--- src/rtl/pll_retune_pkg.sv ---
package pll_retune_pkg;

   typedef enum logic [1:0] {
      PM_SLOW   = 2'b00,
      PM_NORMAL = 2'b01,
      PM_DEEP   = 2'b10
   } pll_mode_e;

   typedef enum logic [2:0] {
      ST_IDLE,
      ST_SLOW,
      ST_PROG,
      ST_SETTLE,
      ST_POLL
   } seq_state_e;

   localparam longint unsigned VCO_MIN_KHZ = 64'd440000;
   localparam longint unsigned VCO_MAX_KHZ = 64'd2200000;
   localparam longint unsigned OUT_MIN_KHZ = 64'd27500;
   localparam longint unsigned OUT_MAX_KHZ = 64'd2200000;

endpackage

--- src/rtl/pll_req_check.sv ---
module pll_req_check
   import pll_retune_pkg::*;
#(
   parameter int unsigned NR_W    = 6,
   parameter int unsigned NF_W    = 13,
   parameter int unsigned NO_W    = 4,
   parameter int unsigned REF_KHZ = 24000
) (
   input  logic [NR_W:0] nr_i,
   input  logic [NF_W:0] nf_i,
   input  logic [NO_W:0] no_i,
   output logic          ok_o
);

   localparam longint unsigned MAX_NR = 64'd1 << NR_W;
   localparam longint unsigned MAX_NF = 64'd1 << NF_W;
   localparam longint unsigned MAX_NO = 64'd1 << NO_W;

   logic [63:0] nr_w, nf_w, no_w;
   logic [63:0] num, den_vco, den_out;
   logic        fmt_ok, no_ok, vco_ok, out_ok;

   always_comb begin
      nr_w    = 64'(nr_i);
      nf_w    = 64'(nf_i);
      no_w    = 64'(no_i);
      num     = 64'(REF_KHZ) * nf_w;
      den_vco = nr_w;
      den_out = nr_w * no_w;
      fmt_ok  = (nr_w != 0) && (nr_w <= MAX_NR) &&
                (nf_w != 0) && (nf_w <= MAX_NF) &&
                (no_w != 0) && (no_w <= MAX_NO);
      no_ok   = (no_w == 64'd1) || !no_i[0];
      vco_ok  = (num >= VCO_MIN_KHZ * den_vco) && (num <= VCO_MAX_KHZ * den_vco);
      out_ok  = (num >= OUT_MIN_KHZ * den_out) && (num <= OUT_MAX_KHZ * den_out);
      ok_o    = fmt_ok && no_ok && vco_ok && out_ok;
   end

endmodule

--- src/rtl/pll_wait_timer.sv ---
module pll_wait_timer #(
   parameter int unsigned CNT_W = 8
) (
   input  logic             clk_i,
   input  logic             rst_ni,
   input  logic             load_i,
   input  logic [CNT_W-1:0] load_val_i,
   input  logic             dec_i,
   output logic             last_o
);

   logic [CNT_W-1:0] cnt_q;

   always_ff @(posedge clk_i or negedge rst_ni) begin
      if (!rst_ni) begin
         cnt_q <= '0;
      end else if (load_i) begin
         cnt_q <= load_val_i;
      end else if (dec_i && (cnt_q != '0)) begin
         cnt_q <= cnt_q - 1'b1;
      end
   end

   assign last_o = (cnt_q == CNT_W'(1));

endmodule

--- src/rtl/pll_retune_seq.sv ---
module pll_retune_seq
   import pll_retune_pkg::*;
#(
   parameter int unsigned NR_W        = 6,
   parameter int unsigned NF_W        = 13,
   parameter int unsigned NO_W        = 4,
   parameter int unsigned BW_W        = 12,
   parameter int unsigned REF_KHZ     = 24000,
   parameter int unsigned CLK_HZ      = 100000000,
   parameter int unsigned SETTLE_US   = 10,
   parameter int unsigned LOCK_TMO_CYC = 100000,
   parameter bit          TMO_EN      = 1'b1
) (
   input  logic            clk_i,
   input  logic            rst_ni,
   input  logic            start_i,
   input  logic [NR_W:0]   nr_i,
   input  logic [NF_W:0]   nf_i,
   input  logic [NO_W:0]   no_i,
   input  logic            lock_i,
   output logic [1:0]      mode_o,
   output logic            pll_rst_o,
   output logic [NR_W-1:0] refdiv_o,
   output logic [NF_W-1:0] fbdiv_o,
   output logic [NO_W-1:0] outdiv_o,
   output logic [BW_W-1:0] bwadj_o,
   output logic            busy_o,
   output logic            done_o,
   output logic            err_o
);

   localparam int unsigned SETTLE_CYC = (CLK_HZ / 1000000) * SETTLE_US;
   localparam int unsigned CNT_MAX    = (SETTLE_CYC > LOCK_TMO_CYC) ? SETTLE_CYC : LOCK_TMO_CYC;
   localparam int unsigned CNT_W      = $clog2(CNT_MAX + 1);

   if (SETTLE_CYC < 1) begin : g_bad_settle
      $error("settle window must be at least one cycle");
   end
   if (BW_W + 1 < NF_W) begin : g_bad_bw
      $error("bandwidth field too narrow for feedback range");
   end
   if (TMO_EN && (LOCK_TMO_CYC < 1)) begin : g_bad_tmo
      $error("lock timeout must be at least one cycle");
   end

   seq_state_e      state_q;
   pll_mode_e       mode_q;
   logic            rst_q, busy_q, done_q, err_q;
   logic [NR_W:0]   nr_l;
   logic [NF_W:0]   nf_l;
   logic [NO_W:0]   no_l;
   logic [NR_W-1:0] ref_q;
   logic [NF_W-1:0] fb_q;
   logic [NO_W-1:0] out_q;
   logic [BW_W-1:0] bw_q;

   logic             req_ok;
   logic             t_load, t_dec, t_last, tmo_hit;
   logic [CNT_W-1:0] t_val;

   pll_req_check #(
      .NR_W(NR_W), .NF_W(NF_W), .NO_W(NO_W), .REF_KHZ(REF_KHZ)
   ) u_check (
      .nr_i(nr_i), .nf_i(nf_i), .no_i(no_i), .ok_o(req_ok)
   );

   always_comb begin
      t_load = (state_q == ST_PROG) || ((state_q == ST_SETTLE) && t_last);
      t_val  = (state_q == ST_PROG) ? CNT_W'(SETTLE_CYC) : CNT_W'(LOCK_TMO_CYC);
      t_dec  = (state_q == ST_SETTLE) || (state_q == ST_POLL);
   end

   pll_wait_timer #(.CNT_W(CNT_W)) u_timer (
      .clk_i(clk_i), .rst_ni(rst_ni), .load_i(t_load),
      .load_val_i(t_val), .dec_i(t_dec), .last_o(t_last)
   );

   if (TMO_EN) begin : g_tmo
      assign tmo_hit = t_last;
   end else begin : g_no_tmo
      assign tmo_hit = 1'b0;
   end

   always_ff @(posedge clk_i or negedge rst_ni) begin
      if (!rst_ni) begin
         state_q <= ST_IDLE;
         mode_q  <= PM_SLOW;
         rst_q   <= 1'b0;
         busy_q  <= 1'b0;
         done_q  <= 1'b0;
         err_q   <= 1'b0;
         nr_l    <= '0;
         nf_l    <= '0;
         no_l    <= '0;
         ref_q   <= '0;
         fb_q    <= '0;
         out_q   <= '0;
         bw_q    <= '0;
      end else begin
         done_q <= 1'b0;
         err_q  <= 1'b0;
         unique case (state_q)
            ST_IDLE: begin
               if (start_i) begin
                  if (req_ok) begin
                     mode_q  <= PM_SLOW;
                     busy_q  <= 1'b1;
                     nr_l    <= nr_i;
                     nf_l    <= nf_i;
                     no_l    <= no_i;
                     state_q <= ST_SLOW;
                  end else begin
                     err_q <= 1'b1;
                  end
               end
            end
            ST_SLOW: begin
               rst_q   <= 1'b1;
               state_q <= ST_PROG;
            end
            ST_PROG: begin
               ref_q   <= NR_W'(nr_l - 1'b1);
               fb_q    <= NF_W'(nf_l - 1'b1);
               out_q   <= NO_W'(no_l - 1'b1);
               bw_q    <= BW_W'((nf_l >> 1) - 1'b1);
               state_q <= ST_SETTLE;
            end
            ST_SETTLE: begin
               if (t_last) begin
                  rst_q   <= 1'b0;
                  state_q <= ST_POLL;
               end
            end
            ST_POLL: begin
               if (lock_i) begin
                  mode_q  <= PM_NORMAL;
                  busy_q  <= 1'b0;
                  done_q  <= 1'b1;
                  state_q <= ST_IDLE;
               end else if (tmo_hit) begin
                  busy_q  <= 1'b0;
                  err_q   <= 1'b1;
                  state_q <= ST_IDLE;
               end
            end
            default: state_q <= ST_IDLE;
         endcase
      end
   end

   assign mode_o    = mode_q;
   assign pll_rst_o = rst_q;
   assign refdiv_o  = ref_q;
   assign fbdiv_o   = fb_q;
   assign outdiv_o  = out_q;
   assign bwadj_o   = bw_q;
   assign busy_o    = busy_q;
   assign done_o    = done_q;
   assign err_o     = err_q;

endmodule

--- config.mk ---
export PLATFORM = sky130hd
export DESIGN_NAME = pll_retune_seq
export DESIGN_NICKNAME = d
export VERILOG_FILES = /design/src/rtl/pll_retune_pkg.sv /design/src/rtl/pll_req_check.sv /design/src/rtl/pll_wait_timer.sv /design/src/rtl/pll_retune_seq.sv
export SDC_FILE = /design/constraint.sdc
export NUM_CORES = 1
export LEC_CHECK = 0
export ABC_AREA = 1
export BUFFER_PORTS_ARGS = -buffer_cell sky130_fd_sc_hd__buf_2
export CAP_MARGIN = 20
export CORE_MARGIN = 2
export CORE_UTILIZATION = 45
export DETAILED_ROUTE_END_ITERATION = 10
export PLACE_DENSITY = 0.64
export SLEW_MARGIN = 20
export SYNTH_ARGS = -nofsm -noshare
export SYNTH_HDL_FRONTEND = slang
export SYNTH_SLANG_ARGS = --single-unit
--- constraint.sdc ---
create_clock -name clk_i -period 4.4 [get_ports clk_i]
set_input_delay 1.1 -clock clk_i [delete_from_list [all_inputs] [get_ports clk_i]]
set_output_delay 1.1 -clock clk_i [all_outputs]
set_load 0.02 [all_outputs]
# [Word-level counts from Yosys, hierarchy flattened]
# Index checks and enable logic that the tools add are counted.
[totals] register_bits=84 input_bits=30 output_inout_bits=41 word_cells=98
[classes] add_sub_neg=5 n_mul=6 n_lt_le_gt_ge=7 eq_ne=11 muxes=26 n_reduce_logical=29
[op_table] op="17-bit 2-to-1 mux" n=3
[op_table] op="29-bit by 34-bit less-or-equal comparator with 1-bit output" n=1
[op_table] op="29-bit by 26-bit >= comparator with 1-bit output" n=1
[op_table] op="29-bit by 27-bit >= comparator with 1-bit output" n=1
[op_table] op="29-bit less-or-equal comparator" n=1
[op_table] op="16-bit by 12-bit multiplier with 28-bit output (first input constant)" n=1
[op_table] op="13-bit by 12-bit multiplier with 25-bit output (first input constant)" n=1
[op_table] op="16-bit by 7-bit multiplier with 23-bit output (first input constant)" n=1
[op_table] op="9-bit by 14-bit multiplier with 23-bit output (first input constant)" n=1
[op_table] op="13-bit by 7-bit multiplier with 20-bit output (first input constant)" n=1
[op_table] op="17-bit by 1-bit == test with 1-bit output (second input constant)" n=1
[op_table] op="17-bit nonzero test" n=1
[op_table] op="17-bit by 1-bit subtractor with 17-bit output (second input constant)" n=1
[op_table] op="3-bit 2-to-1 mux" n=5
[op_table] op="3-bit case mux with 5 select lines" n=1
[op_table] op="14-bit less-or-equal comparator (second input constant)" n=1
[op_table] op="14-bit nonzero test" n=1
[op_table] op="13-bit by 1-bit subtractor with 13-bit output (second input constant)" n=1
[op_table] op="1-bit logical AND" n=12
[op_table] op="7-bit by 5-bit multiplier with 12-bit output" n=1
[op_table] op="4-bit AND reduction" n=3
[op_table] op="12-bit by 1-bit subtractor with 12-bit output (second input constant)" n=1
[op_table] op="1-bit 2-to-1 mux" n=10
[op_table] op="2-bit inequality test (second input constant)" n=4
[op_table] op="20 further kinds" n=29

# [Longest topological paths before layout]
[depth] word_depth=12 ltp_mapped=55 ltp_nobuf=54

# [Cells and area by module]
# From an unflattened synthesis, not the netlist that was laid out.
[hier_totals] cells_unflattened=2588 area_unflattened_um2=20176.9
[modules_own_cells] module="pll_req_check" n_inst=1 cells_per_inst=2011 area_each_um2=15693.8 seq_area_each_um2=0.0
[modules_own_cells] module="pll_retune_seq" n_inst=1 cells_per_inst=370 area_each_um2=3115.5 seq_area_each_um2=1651.6
[modules_own_cells] module="pll_wait_timer" n_inst=1 cells_per_inst=207 area_each_um2=1367.6 seq_area_each_um2=425.4

# [Least setup slack after synthesis]
# No wires, ideal clock.
[synth_path] path_type="in2reg" startpoint="in no_i[4]" endpoint="reg nr_l[0]" setup_time_ps=136 t_arrival_ps=9804 required_time_ps=4264 slack_ps=-5540 path_stages=43 path_cell_list="clkbuf_1 nand2_1 fa_1 fa_1 fa_1 inv_1 ha_1 nand2_1 nand2_1 a31oi_1 o21ai_0 a31oi_1 xnor2_1 ha_1 fa_1 fa_1 inv_1 fa_1 (+7 left out) a21boi_0 xor2_1 ha_1 nand2_1 nor3_1 nand2_1 nand2_1 nand2_1 nand2_1 nand2_1 nand2_1 a21oi_1 nor2_2 nand3_2 buf_6 buf_8 nand2_1 o21ai_0"
[synth_between] elab_chain_len=7 elab_cells_between_ends=16 cone_classes="3 x mul; 3 x order compare; 1 x eq/ne; 9 x reduce/logical"
[synth_lines] element="start, declared" line_no="pll_retune_seq.sv:19" text="input logic [NO_W:0] no_i,"
[synth_lines] element="parallel branches: the longest is 5 deep, another holds 29-bit by 34-bit less-or-equal comparator with 1-bit output"
[synth_lines] element="1-bit logical AND (*)" line_no="pll_req_check.sv:36" text="ok_o = fmt_ok && no_ok && vco_ok && out_ok;"
[synth_lines] element="3-bit AND reduction (no line) (*)"
[synth_lines] element="end signal, assigned" line_no="pll_retune_seq.sv:108" text="nr_l <= nr_i;"
[synth_lines] element="end, declared" line_no="pll_retune_seq.sv:49" text="logic [NR_W:0] nr_l;"
# Every way passes the cells marked *.
# A chain may end at the register's enable or synchronous reset.

# [Worst setup path in the final report]
[layout_path] startpoint="in nr_i[3]" endpoint="reg nf_l[0]"
[layout_between] elab_chain_len=10 elab_cells_between_ends=22 cone_classes="5 x mul; 5 x order compare; 12 x reduce/logical"
[layout_lines] element="start, declared" line_no="pll_retune_seq.sv:17" text="input logic [NR_W:0] nr_i,"
[layout_lines] element="parallel branches: the longest is 8 deep, another holds 29-bit by 34-bit less-or-equal comparator with 1-bit output"
[layout_lines] element="1-bit logical AND (*)" line_no="pll_req_check.sv:36"
[layout_lines] element="3-bit AND reduction (no line) (*)"
[layout_lines] element="end signal, assigned" line_no="pll_retune_seq.sv:109" text="nf_l <= nf_i;"
[layout_lines] element="end, declared" line_no="pll_retune_seq.sv:50" text="logic [NF_W:0] nf_l;"
# Marks and branches as above.

==> flow_results.org <==
** Logic synthesis
- Cell Area, Synth :: 0.0196 mm²
- Sequential cells were found to cover 10.6% of the synthesized design area.
- Synthesized flop and latch total :: 83
- The average instance in the mapped netlist occupies 7.95 µm².
- In the synthesized netlist, the number of instances is 2460.
- The number of nets handed over by synthesis was 3113.
- Yosys mapped a number of flops with a built-in enable equal to 0.
- Dominant synthesized flop cell :: sky130_fd_sc_hd__dfrtp_1
- Synthesis Warnings :: 0
- Synthesis instantiated 52 different standard cells from the library.
- Of all flip-flops after synthesis, the portion carrying an async set or reset was 100%.

** GRT
- Global-route wire length before repair :: 91.3 mm
- The number of antenna violations at the first check in global routing was 1.
- Overflow left after global routing :: 0
- All-Layer GR Usage :: 25.2%
- Via count of the first global-routing pass :: 18700
- Entering global routing, the biggest net connects 71 pins.

** Placement
- The congestion estimate from routability-driven global placement came to 0.940.
- Prior to clock tree synthesis, the placed netlist has a worst setup slack of -5660 ps.
- After legalization and detailed placement, the total HPWL measured 47.6 mm.
- Port Buf Inserts :: 69
- Placed cells :: 3605

** Cells and area
- Leaving out fill and tap cells, the most frequent cell in the layout is sky130_fd_sc_hd__inv_1.
- Nets@finish :: 3706
- Cells with a size suffix above 1 make up 25.3% of the layout.
- Non-filler instance count after layout :: 3644
- Layout-stage area growth over the synthesis result :: 31.4%
- The library cells used most frequently in the layout, excluding fill and tap cells, are sky130_fd_sc_hd__inv_1, sky130_fd_sc_hd__buf_4, sky130_fd_sc_hd__ha_1.

** Drt
- The detailed router finished its first iteration with 872 violations.
- The detail route stage leaves a number of antenna-violating nets equal to 0.
- Via Count :: 18000
- After detailed routing, the average wire length per cell comes to 15.1 µm.
- Detailed Routing Iterations Pass 1 :: 5
- The routed design has 54.9 mm of wire.
- Post-detailed-route DRC marker count :: 0
- Routed via count divided by cell count :: 4.94

** CTS
- Clock Sinks :: 83
- The tree is rooted in a sky130_fd_sc_hd__clkbuf_16.
- TritonCTS built the clock tree.
- Buffers inserted during clock tree synthesis total 9.
- Clock latency on the worst-skew pair :: 360 ps
- Deepest level of the CTS H-tree :: 3
- Hold repair after CTS inserted 0 buffers.
- Maximum clock path buffer count :: 2
- Clock-pin slew was measured on the worst setup and hold paths at 60 ps.

** Floorplan
- The die is 212 µm tall.
- Core area :: 0.0430 mm²
- Initial cell density of the core :: 45.5%
- The die covers 0.0451 mm².
- In this run the horizontal extent of the chip is 212 µm.
- The floorplan has 76 rows.
- In this run the count of I/O pins placed on the die edge is 71.

** Critical path
- Register-to-register path setup slack :: 1730 ps
- Classification of the worst setup path :: in2reg
- The largest individual stage delay along the critical path comes from the cell sky130_fd_sc_hd__fa_2.
- Critical Path End Type :: flop
- The worst setup path is launched from an input port.
- Data required, critical path :: 4640 ps
- The largest single stage delay on the critical path is 580 ps.
- Among the stages of the critical path, the cell type that occurs most often is sky130_fd_sc_hd__fa_1.
- Crit path max fanout :: 6
- For the worst setup path, the data arrival time is 9640 ps.

** STA
- Final setup margin :: -5000 ps
- Pins over their slew limit :: 0
- Timing would allow up to 0.106 GHz.
- Final Cycle Share :: 214%
- Post-layout min period :: 9400 ps
- Setup violations remaining at the end of the flow were counted as 28.
- Layout Skew :: 9.09 ps
- Setup repair after global routing missed its margin :: yes
- The final count of hold timing violations is 0.
- At the pin with the least slew margin, the transition time is 888 ps.
- In this run the tightest slew margin relative to its limit is 40.8%.

** Job
- The tool flagged a number of max-cap violations equal to 0.

** Outcome
- Run status :: complete, but fails checks
- Violated checks :: setup timing

** Min path
- Path type of the worst min-delay path :: reg2reg
[path summary, 6_finish.rpt]
path                                               from                            to  depth (start not counted)
max                                             nr_i[3]           nf_l[0]$_DFFE_PN0P_                         48
min                              bwadj_o[3]$_DFFE_PN0P_        bwadj_o[3]$_DFFE_PN0P_                          2
max reg2reg                u_timer.cnt_q[0]$_DFFE_PN0P_  u_timer.cnt_q[6]$_DFFE_PN0P_                         16
min reg2reg                      bwadj_o[3]$_DFFE_PN0P_        bwadj_o[3]$_DFFE_PN0P_                          2
max in group asynchronous                        rst_ni        bwadj_o[9]$_DFFE_PN0P_                          2
min in group asynchronous                        rst_ni        bwadj_o[6]$_DFFE_PN0P_                          1
[registers in the layout, indices dropped and copies added, names as in the netlist, 3 cells and up]
register / flops
fbdiv_o: 13
state_q: 3
outdiv_o: 4
u_timer.cnt_q: 17
refdiv_o: 6
nf_l: 13
bwadj_o: 12
no_l: 4
nr_l: 6
[cell families (layout without fill, tap and decap cells)]
kind of cell / Yosys count / after routing / share of synthesized area (%)
AO/OA/AOI/OAI: 312 / 312 / 9.09
adder cells (fa/ha/maj): 623 / 623 / 47.4
other: 1 / 2 / 0.0192
AND/OR/NAND/NOR: 737 / 737 / 15.8
flip-flops: 83 / 83 / 10.6
buffers and inverters: 577 / 1175 / 11.3
XOR/XNOR: 127 / 127 / 5.73
[area by class of cell]
cell class / count / area [µm²]
diodes: 1 / 2.50
repair buffers: 602 / 4540
clock inverters: 7 / 83.8
multi-input cells: 1800 / 15900
flip-flops and latches: 83 / 2080
inverters: 557 / 2100
clock buffers: 9 / 225
fillers: 3881 / 17300
well taps: 585 / 732
[per-layer routing]
| layer | global-route usage [%] | part of all wire, % | up-vias |
|---|---|---|---|
| met2 | 45.1 | 49 | 302 |
| met4 | 8.83 | 3.7 | 0 |
| met5 | 0 | 0 | - |
| met3 | 1.60 | 2.6 | 97 |
| li1 | - | - | 8989 |
| met1 | 32.1 | 44 | 8615 |
[cell usage after synthesis (3+ instances only)]
master,n,area [µm²]
sky130_fd_sc_hd__o211ai_1,9,67.6
sky130_fd_sc_hd__a21boi_0,3,22.5
sky130_fd_sc_hd__o21ai_2,15,131
sky130_fd_sc_hd__o21bai_1,8,60.1
sky130_fd_sc_hd__clkbuf_1,11,41.3
sky130_fd_sc_hd__nor3_1,16,80.1
sky130_fd_sc_hd__nand3_1,72,360
sky130_fd_sc_hd__inv_1,553,2080
sky130_fd_sc_hd__a21oi_1,133,666
sky130_fd_sc_hd__nor2_2,6,37.5
sky130_fd_sc_hd__or2_2,4,25.0
sky130_fd_sc_hd__fa_1,196,3920
sky130_fd_sc_hd__nand2_1,431,1620
sky130_fd_sc_hd__buf_2,3,15.0
sky130_fd_sc_hd__nor3b_1,3,22.5
sky130_fd_sc_hd__o21ai_0,78,390
sky130_fd_sc_hd__o21ai_1,16,80.1
sky130_fd_sc_hd__nand4_1,25,156
sky130_fd_sc_hd__o21a_1,4,30.0
sky130_fd_sc_hd__ha_1,427,5340
sky130_fd_sc_hd__nand3b_1,3,22.5
sky130_fd_sc_hd__dfrtp_1,83,2080
sky130_fd_sc_hd__nand2_2,9,56.3
sky130_fd_sc_hd__xor2_1,64,561
sky130_fd_sc_hd__xnor2_1,62,543
sky130_fd_sc_hd__nor4_1,10,62.6
sky130_fd_sc_hd__a211oi_1,6,45.0
sky130_fd_sc_hd__nor2_1,147,552
sky130_fd_sc_hd__a21o_1,6,45.0
sky130_fd_sc_hd__inv_2,3,11.3
sky130_fd_sc_hd__a31oi_1,20,125
sky130_fd_sc_hd__nand3_2,7,70.1
[critical path, delay by kind of cell]
family                   cells  cell delay, ps
adder cells (fa/ha/maj)     11            4570
AO/OA/AOI/OAI               12            1320
buffers and inverters       10            1170
AND/OR/NAND/NOR             13            1130
XOR/XNOR                     2             330
[per-stage QoR]
step                      hold WS, ps  TNS (ps)  utilization, %  area (µm²)
after floorplan                   459   -134190               -       19800
after global placement            459   -151360            57.2       24600
after detailed placement          466   -157390            57.2       24600
after CTS                         483   -139710            58.9       25300
after global routing              521   -149620            59.8       25700
final                             479   -138770            59.8       25700
[repair_timing]
item / 4_1_cts / 5_1_grt
setup endpoints to repair: 28 / 28
gates cloned: 4 / 1
resized for setup: 50 / 70
setup buffers: 12 / 6
pin swaps: 43 / 56
Power is not shown: default switching activity piles up to over one toggle a cycle in this logic, so the estimate is an artifact.
